### config.mk
export PLATFORM = sky130hd
export DESIGN_NAME = dac_byte_loader
export DESIGN_NICKNAME = d
export VERILOG_FILES = /design/src/rtl/dac_byte_loader_pkg.sv /design/src/rtl/dac_sync.sv /design/src/rtl/dac_hold_reg.sv /design/src/rtl/dac_byte_loader.sv
export SDC_FILE = /design/constraint.sdc
export NUM_CORES = 1
export LEC_CHECK = 0
export CAP_MARGIN = 20
export CORE_UTILIZATION = 53
export DETAILED_ROUTE_END_ITERATION = 10
export DONT_BUFFER_PORTS = 1
export PLACE_DENSITY = 0.71
export SYNTH_ARGS = -nofsm -noshare
export SYNTH_HDL_FRONTEND = slang
export SYNTH_SLANG_ARGS = --single-unit
### constraint.sdc
create_clock -name clk_i -period 1.25 [get_ports clk_i]
set_input_delay 0.3125 -clock clk_i [delete_from_list [all_inputs] [get_ports clk_i]]
set_output_delay 0.3125 -clock clk_i [all_outputs]
set_load 0.02 [all_outputs]
### src/rtl/dac_byte_loader_pkg.sv
package dac_byte_loader_pkg;
  localparam int unsigned CODE_W_DEF = 12;
  localparam int unsigned BUS_W_DEF  = 8;
  localparam int unsigned SYNC_DEF   = 2;

  typedef struct packed {
    logic byte_hi;
    logic cs_n;
    logic wr1_n;
    logic wr2_n;
    logic xfer_n;
  } ctrl_t;

  localparam int unsigned CTRL_W = $bits(ctrl_t);
  localparam ctrl_t CTRL_IDLE = '{byte_hi: 1'b0, cs_n: 1'b1, wr1_n: 1'b1,
                                   wr2_n: 1'b1, xfer_n: 1'b1};
endpackage

### src/rtl/dac_sync.sv
module dac_sync #(
  parameter int unsigned W      = 1,
  parameter int unsigned STAGES = 2,
  parameter logic [W-1:0] RST_VAL = '0
) (
  input  logic         clk_i,
  input  logic         rst_ni,
  input  logic [W-1:0] d_i,
  output logic [W-1:0] q_o
);
  logic [W-1:0] stage_q [STAGES];

  for (genvar s = 0; s < STAGES; s++) begin : g_stage
    always_ff @(posedge clk_i or negedge rst_ni) begin
      if (!rst_ni) stage_q[s] <= RST_VAL;
      else if (s == 0) stage_q[s] <= d_i;
      else stage_q[s] <= stage_q[(s == 0) ? 0 : s-1];
    end
  end

  assign q_o = stage_q[STAGES-1];
endmodule

### src/rtl/dac_hold_reg.sv
module dac_hold_reg #(
  parameter int unsigned W = 8
) (
  input  logic         clk_i,
  input  logic         rst_ni,
  input  logic         en_i,
  input  logic [W-1:0] d_i,
  output logic [W-1:0] q_o
);
  always_ff @(posedge clk_i or negedge rst_ni) begin
    if (!rst_ni)   q_o <= '0;
    else if (en_i) q_o <= d_i;
  end
endmodule

### src/rtl/dac_byte_loader.sv
module dac_byte_loader
  import dac_byte_loader_pkg::*;
#(
  parameter int unsigned CODE_W = CODE_W_DEF,
  parameter int unsigned BUS_W  = BUS_W_DEF,
  parameter int unsigned SYNC   = SYNC_DEF
) (
  input  logic              clk_i,
  input  logic              rst_ni,
  input  logic              cs_ni,
  input  logic              wr1_ni,
  input  logic              wr2_ni,
  input  logic              xfer_ni,
  input  logic              byte_hi_i,
  input  logic [BUS_W-1:0]  bus_i,
  output logic [CODE_W-1:0] code_o
);
  localparam int unsigned LO_W   = CODE_W - BUS_W;
  localparam int unsigned SYNC_W = CTRL_W + BUS_W;

  ctrl_t             ctrl_raw, ctrl_s;
  logic [BUS_W-1:0]  bus_s;
  logic [BUS_W-1:0]  hi_q;
  logic [LO_W-1:0]   lo_q;
  logic              hi_en, lo_en, xfer_en;

  assign ctrl_raw = '{byte_hi: byte_hi_i, cs_n: cs_ni, wr1_n: wr1_ni,
                      wr2_n: wr2_ni, xfer_n: xfer_ni};

  // control and bus share one synchronizer so they stay aligned
  dac_sync #(
    .W(SYNC_W), .STAGES(SYNC), .RST_VAL({CTRL_IDLE, {BUS_W{1'b0}}})
  ) u_sync (
    .clk_i, .rst_ni,
    .d_i({ctrl_raw, bus_i}),
    .q_o({ctrl_s, bus_s})
  );

  assign lo_en   = !ctrl_s.cs_n && !ctrl_s.wr1_n;
  assign hi_en   = lo_en && ctrl_s.byte_hi;
  assign xfer_en = !ctrl_s.xfer_n && !ctrl_s.wr2_n;

  dac_hold_reg #(.W(BUS_W)) u_hi (
    .clk_i, .rst_ni, .en_i(hi_en), .d_i(bus_s), .q_o(hi_q)
  );

  // low nibble always comes from the top bus lines
  dac_hold_reg #(.W(LO_W)) u_lo (
    .clk_i, .rst_ni, .en_i(lo_en), .d_i(bus_s[BUS_W-1 -: LO_W]), .q_o(lo_q)
  );

  dac_hold_reg #(.W(CODE_W)) u_out (
    .clk_i, .rst_ni, .en_i(xfer_en), .d_i({hi_q, lo_q}), .q_o(code_o)
  );
endmodule

==> results.md <==
Worst setup path:
- The category of the worst setup path launch point is a flop.
- For the worst flop-to-flop path, the logic depth is 3.
- STA classifies the critical path endpoint as a flop.
- The data arrival time of the critical path is 1.46 ns.
- The startpoint of the worst setup timing path is u_sync.q_o[11]$_DFF_PN1_.
- Walking the worst path, the cells encountered are nor3b_4, buf_6, mux2_2.
- The source of the worst register-to-register timing path is u_sync.q_o[11]$_DFF_PN1_.
- The largest individual stage delay along the critical path comes from the cell sky130_fd_sc_hd__dfstp_2.
- The worst-path maximum fanout is 6.
- The largest single stage delay on the critical path is 0.41 ns.
- The start-to-end type of the worst setup path is flop to flop.
- The capture point of the worst reg-to-reg path is u_hi.q_o[0]$_DFFE_PN0P_.
- STA puts the critical path data required time at 1.51 ns.
- In this run the register-to-register setup slack is 0.04 ns.

Route:
- The final route contains 673 vias.
- The average via count per standard cell is 5.10.
- The wire length per cell after detailed routing is 15.6 um.
- For this block, the routed nets add up to 2060 um of wire.
- The count of antenna-violating nets left after detailed routing is 0.
- In the routed design, unresolved DRC markers number 0.
- The pre-antenna-repair detailed-routing pass consisted of 3 iterations.
- The starting DRC count in detailed routing is 1.

GRT:
- The global-route wire length before repair is 3500 um.
- The total overflow left after global routing is 0.
- Entering global routing, the biggest net connects 51 pins.
- The initial antenna violation count came to 0.
- Global routing consumed, over all layers together, 15.7% of the routing resources.
- The via count of the first global-routing pass was 741.

Timing:
- For the pin with the worst max-slew slack, the measured transition is 0.355 ns.
- The part of the cycle the worst path needs is 96.7%.
- Setup repair after global routing could not meet its margin everywhere.
- The worst path meets setup with 0.0412 ns of slack.
- The summed negative setup slack over all endpoints is 0 ns.
- The shortest period the worst path allows is 1.21 ns.
- The number of hold violations in the final report is 50.
- Measured against its own limit, the worst slew margin works out to 76.3%.
- The worst hold margin is -0.369 ns.
- The achievable frequency is 827 MHz.
- Setup violations remaining at the end of the flow were counted as 0.
- The final-report max-slew violation count is 0.
- For the final database, setup skew stands at 0.00627 ns.

Synthesis:
- The number of nets produced by synthesis is 93.
- The post-synthesis register bit count is 50.
- After synthesis, the most frequently instantiated cells are sky130_fd_sc_hd__dfrtp_1, sky130_fd_sc_hd__mux2_2, sky130_fd_sc_hd__dfstp_2, sky130_fd_sc_hd__nor2_1.
- Of the total synthesized cell area, the portion taken by AND, OR, NAND and NOR gates is 1.68%.
- The adder-cell share of the synthesized area is 0%.
- The top cell type by area accounts for 67.1% of the synthesized area.
- The register area share after synthesis is 80.6%.
- The portion of synthesized area spent on multiplexers is 17.3%.
- Dividing the synthesized area by the synthesized cell count gives 20.1 um^2.
- The most used flip-flop cell after synthesis is sky130_fd_sc_hd__dfrtp_1.
- The netlist area before placement is 1570 um^2.
- In this run, synthesis inferred 0 flip-flops with an integrated enable.
- During synthesis, Yosys emitted a total of 0 warnings.
- The most area-hungry cell type in the Yosys netlist is sky130_fd_sc_hd__dfrtp_1.
- The xor/xnor cell area share of the yosys netlist is 0%.
- In the post-synthesis netlist, the cell with the most instances is sky130_fd_sc_hd__dfrtp_1.
- Synthesis instantiated 6 different standard cells from the library.
- For this run, asynchronously set or reset flops after synthesis account for 100%.
- The fraction of the mapped netlist area in compound gates is 0%.
- Yosys attributes the largest share of cell area to sky130_fd_sc_hd__dfrtp_1, sky130_fd_sc_hd__mux2_2, sky130_fd_sc_hd__dfstp_2, sky130_fd_sc_hd__nor3b_4, sky130_fd_sc_hd__buf_4.
- The main combinational cell family by area after synthesis is multiplexers.
- Synthesis produced 78 cells.

Clock tree:
- The longest clock path from root to sink contains 2 buffers.
- The H-tree depth reported by CTS is 2.
- Buffers inserted during clock tree synthesis total 5.
- The number of sinks driven by the clock tree is 50.
- After clock tree synthesis, the clock-pin slew on the worst setup and hold paths is 0.13 ns.
- For the worst-skew pair, the clock arrives at the later sink with an insertion delay of 0.35 ns.
- The number of hold-repair buffers added at the cts stage is 13.
- TritonCTS built the clock tree.
- The root buffer cell chosen for the clock tree is sky130_fd_sc_hd__clkbuf_4.

Die:
- The die outline width is 56.3 um.
- The floorplan has 19 rows.
- The die covers 3170 um^2.
- The floorplan step set the die height to 56.3 um.
- The total core area is 2780 um^2.
- The number of I/O pins is 27.
- The initial utilization of the core area, before any placement, comes to 56.3%.

Placement:
- The count of input and output buffers is 0.
- The congestion estimate from routability-driven global placement came to 0.647.
- OpenSTA, run right after detailed placement, puts the worst setup slack at -0.475 ns.
- After detailed placement, the total cell area comes to 1610 um^2.

Finish:
- In the final design database the tool counted 115 nets.
- The fraction of final layout cells sized beyond drive strength 1 is 44.6%.
- The antenna cell count is 0.
- Relative to the synthesized area, the layout overhead comes to 18.5%.
- The end-of-flow core utilization is 66.7%.
- After routing the design area is 1850 um^2.

Pwr:
- The cell area power density is 1740 nW/um^2.
- The leakage power figure is 0.803 nW.
- The worst-case IR drop observed on VDD is 1.49 mV.

Run status:
- The flow ran to the end, but the final reports show violations.
- The checks that failed: hold timing.

Min path:
- The worst hold path belongs to the class input pin to asynchronous set/reset pin.

Run:
- The number of max-cap violations is 0.
-- metrics by stage --
step / hold WS [ns] / power (mW) / cells
3_3_place_gp: 0.0182 / 2.30 / 110
4_1_cts: -0.393 / 3.24 / 131
5_1_grt: -0.409 / 3.36 / 132
3_5_place_dp: 0.0181 / 2.33 / 110
6_report: -0.369 / 3.22 / 132
2_1_floorplan: 0.0169 / 2.26 / 78
-- flip-flops by register name, summed over array words and instances, names as in the netlist --
register,count
u_out.q_o,12
u_sync.stage_q,13
u_sync.q_o,13
u_hi.q_o,8
u_lo.q_o,4
-- cells in the final DEF, fill, tap and decap left out --
cell / instances
sky130_fd_sc_hd__mux2_2: 23
sky130_fd_sc_hd__buf_4: 1
sky130_fd_sc_hd__buf_6: 1
sky130_fd_sc_hd__mux2_4: 1
sky130_fd_sc_hd__dfrtp_1: 42
sky130_fd_sc_hd__nor3b_4: 1
sky130_fd_sc_hd__dfstp_2: 8
sky130_fd_sc_hd__bufinv_16: 1
sky130_fd_sc_hd__nor2_1: 1
sky130_fd_sc_hd__buf_12: 1
sky130_fd_sc_hd__clkinv_2: 2
sky130_fd_sc_hd__nor2_4: 1
sky130_fd_sc_hd__clkbuf_4: 5
sky130_fd_sc_hd__dlygate4sd3_1: 13
-- worst max-delay path by stage --
| stage | endpoint | slack [ns] |
|---|---|---|
| 6_report | u_hi.q_o[0]$_DFFE_PN0P_ | 0.04 |
| 5_1_grt | u_hi.q_o[1]$_DFFE_PN0P_ | -0.02 |
| 4_1_cts | u_hi.q_o[6]$_DFFE_PN0P_ | 0.01 |
| 3_5_place_dp | u_out.q_o[0]$_DFFE_PN0P_ | -0.48 |
| 3_3_place_gp | u_out.q_o[11]$_DFFE_PN0P_ | -0.41 |
| 2_1_floorplan | u_hi.q_o[0]$_DFFE_PN0P_ | 0.06 |
-- routing by layer --
metal	global-route usage [%]	wire length, um	vias to the layer above
li1	-	-	303
met1	19.4	872	343
met2	22.8	1060	21
met3	7.60	86	6
met4	8.36	37	0
met5	0	0	-
-- power breakdown --
| part | leakage, nW | internal (mW) | switching [mW] | total [mW] |
|---|---|---|---|---|
| registers | 0.578 | 1.84 | 0.250 | 2.09 |
| clock network | 0.0450 | 0.415 | 0.470 | 0.885 |
| logic | 0.180 | 0.179 | 0.0654 | 0.244 |
| total | 0.803 | 2.43 | 0.786 | 3.22 |
-- cell families after synthesis --
logic type / count (synthesis)
DFF: 50
muxes: 24
buffers and inverters: 1
and+or+nand+nor: 3
-- worst max-delay path: cells and delay by family (launching register included) --
family,cells,cell delay (ns)
AND/OR/NAND/NOR,1,0.21
multiplexers,1,0.34
flip-flops,1,0.41
buffers and inverters,1,0.16
-- cell type report --
type | count | area [um^2]
Clock buffer | 5 | 37.5
Sequential cell | 50 | 1260
Timing Repair Buffer | 16 | 169
Tap cell | 31 | 38.8
Clock inverter | 3 | 40.0
Multi-Input combinational cell | 27 | 308
Fill cell | 168 | 927
-- what timing repair did --
item | in CTS | in global routing
endpoints found under the setup margin | 12 | 7
endpoints found under the hold margin | 63 | 50
setup buffers | 0 | 1
resized for setup | 2 | 2
pin swaps | 0 | 2
Note: power is estimated with default switching activity, not from simulation.
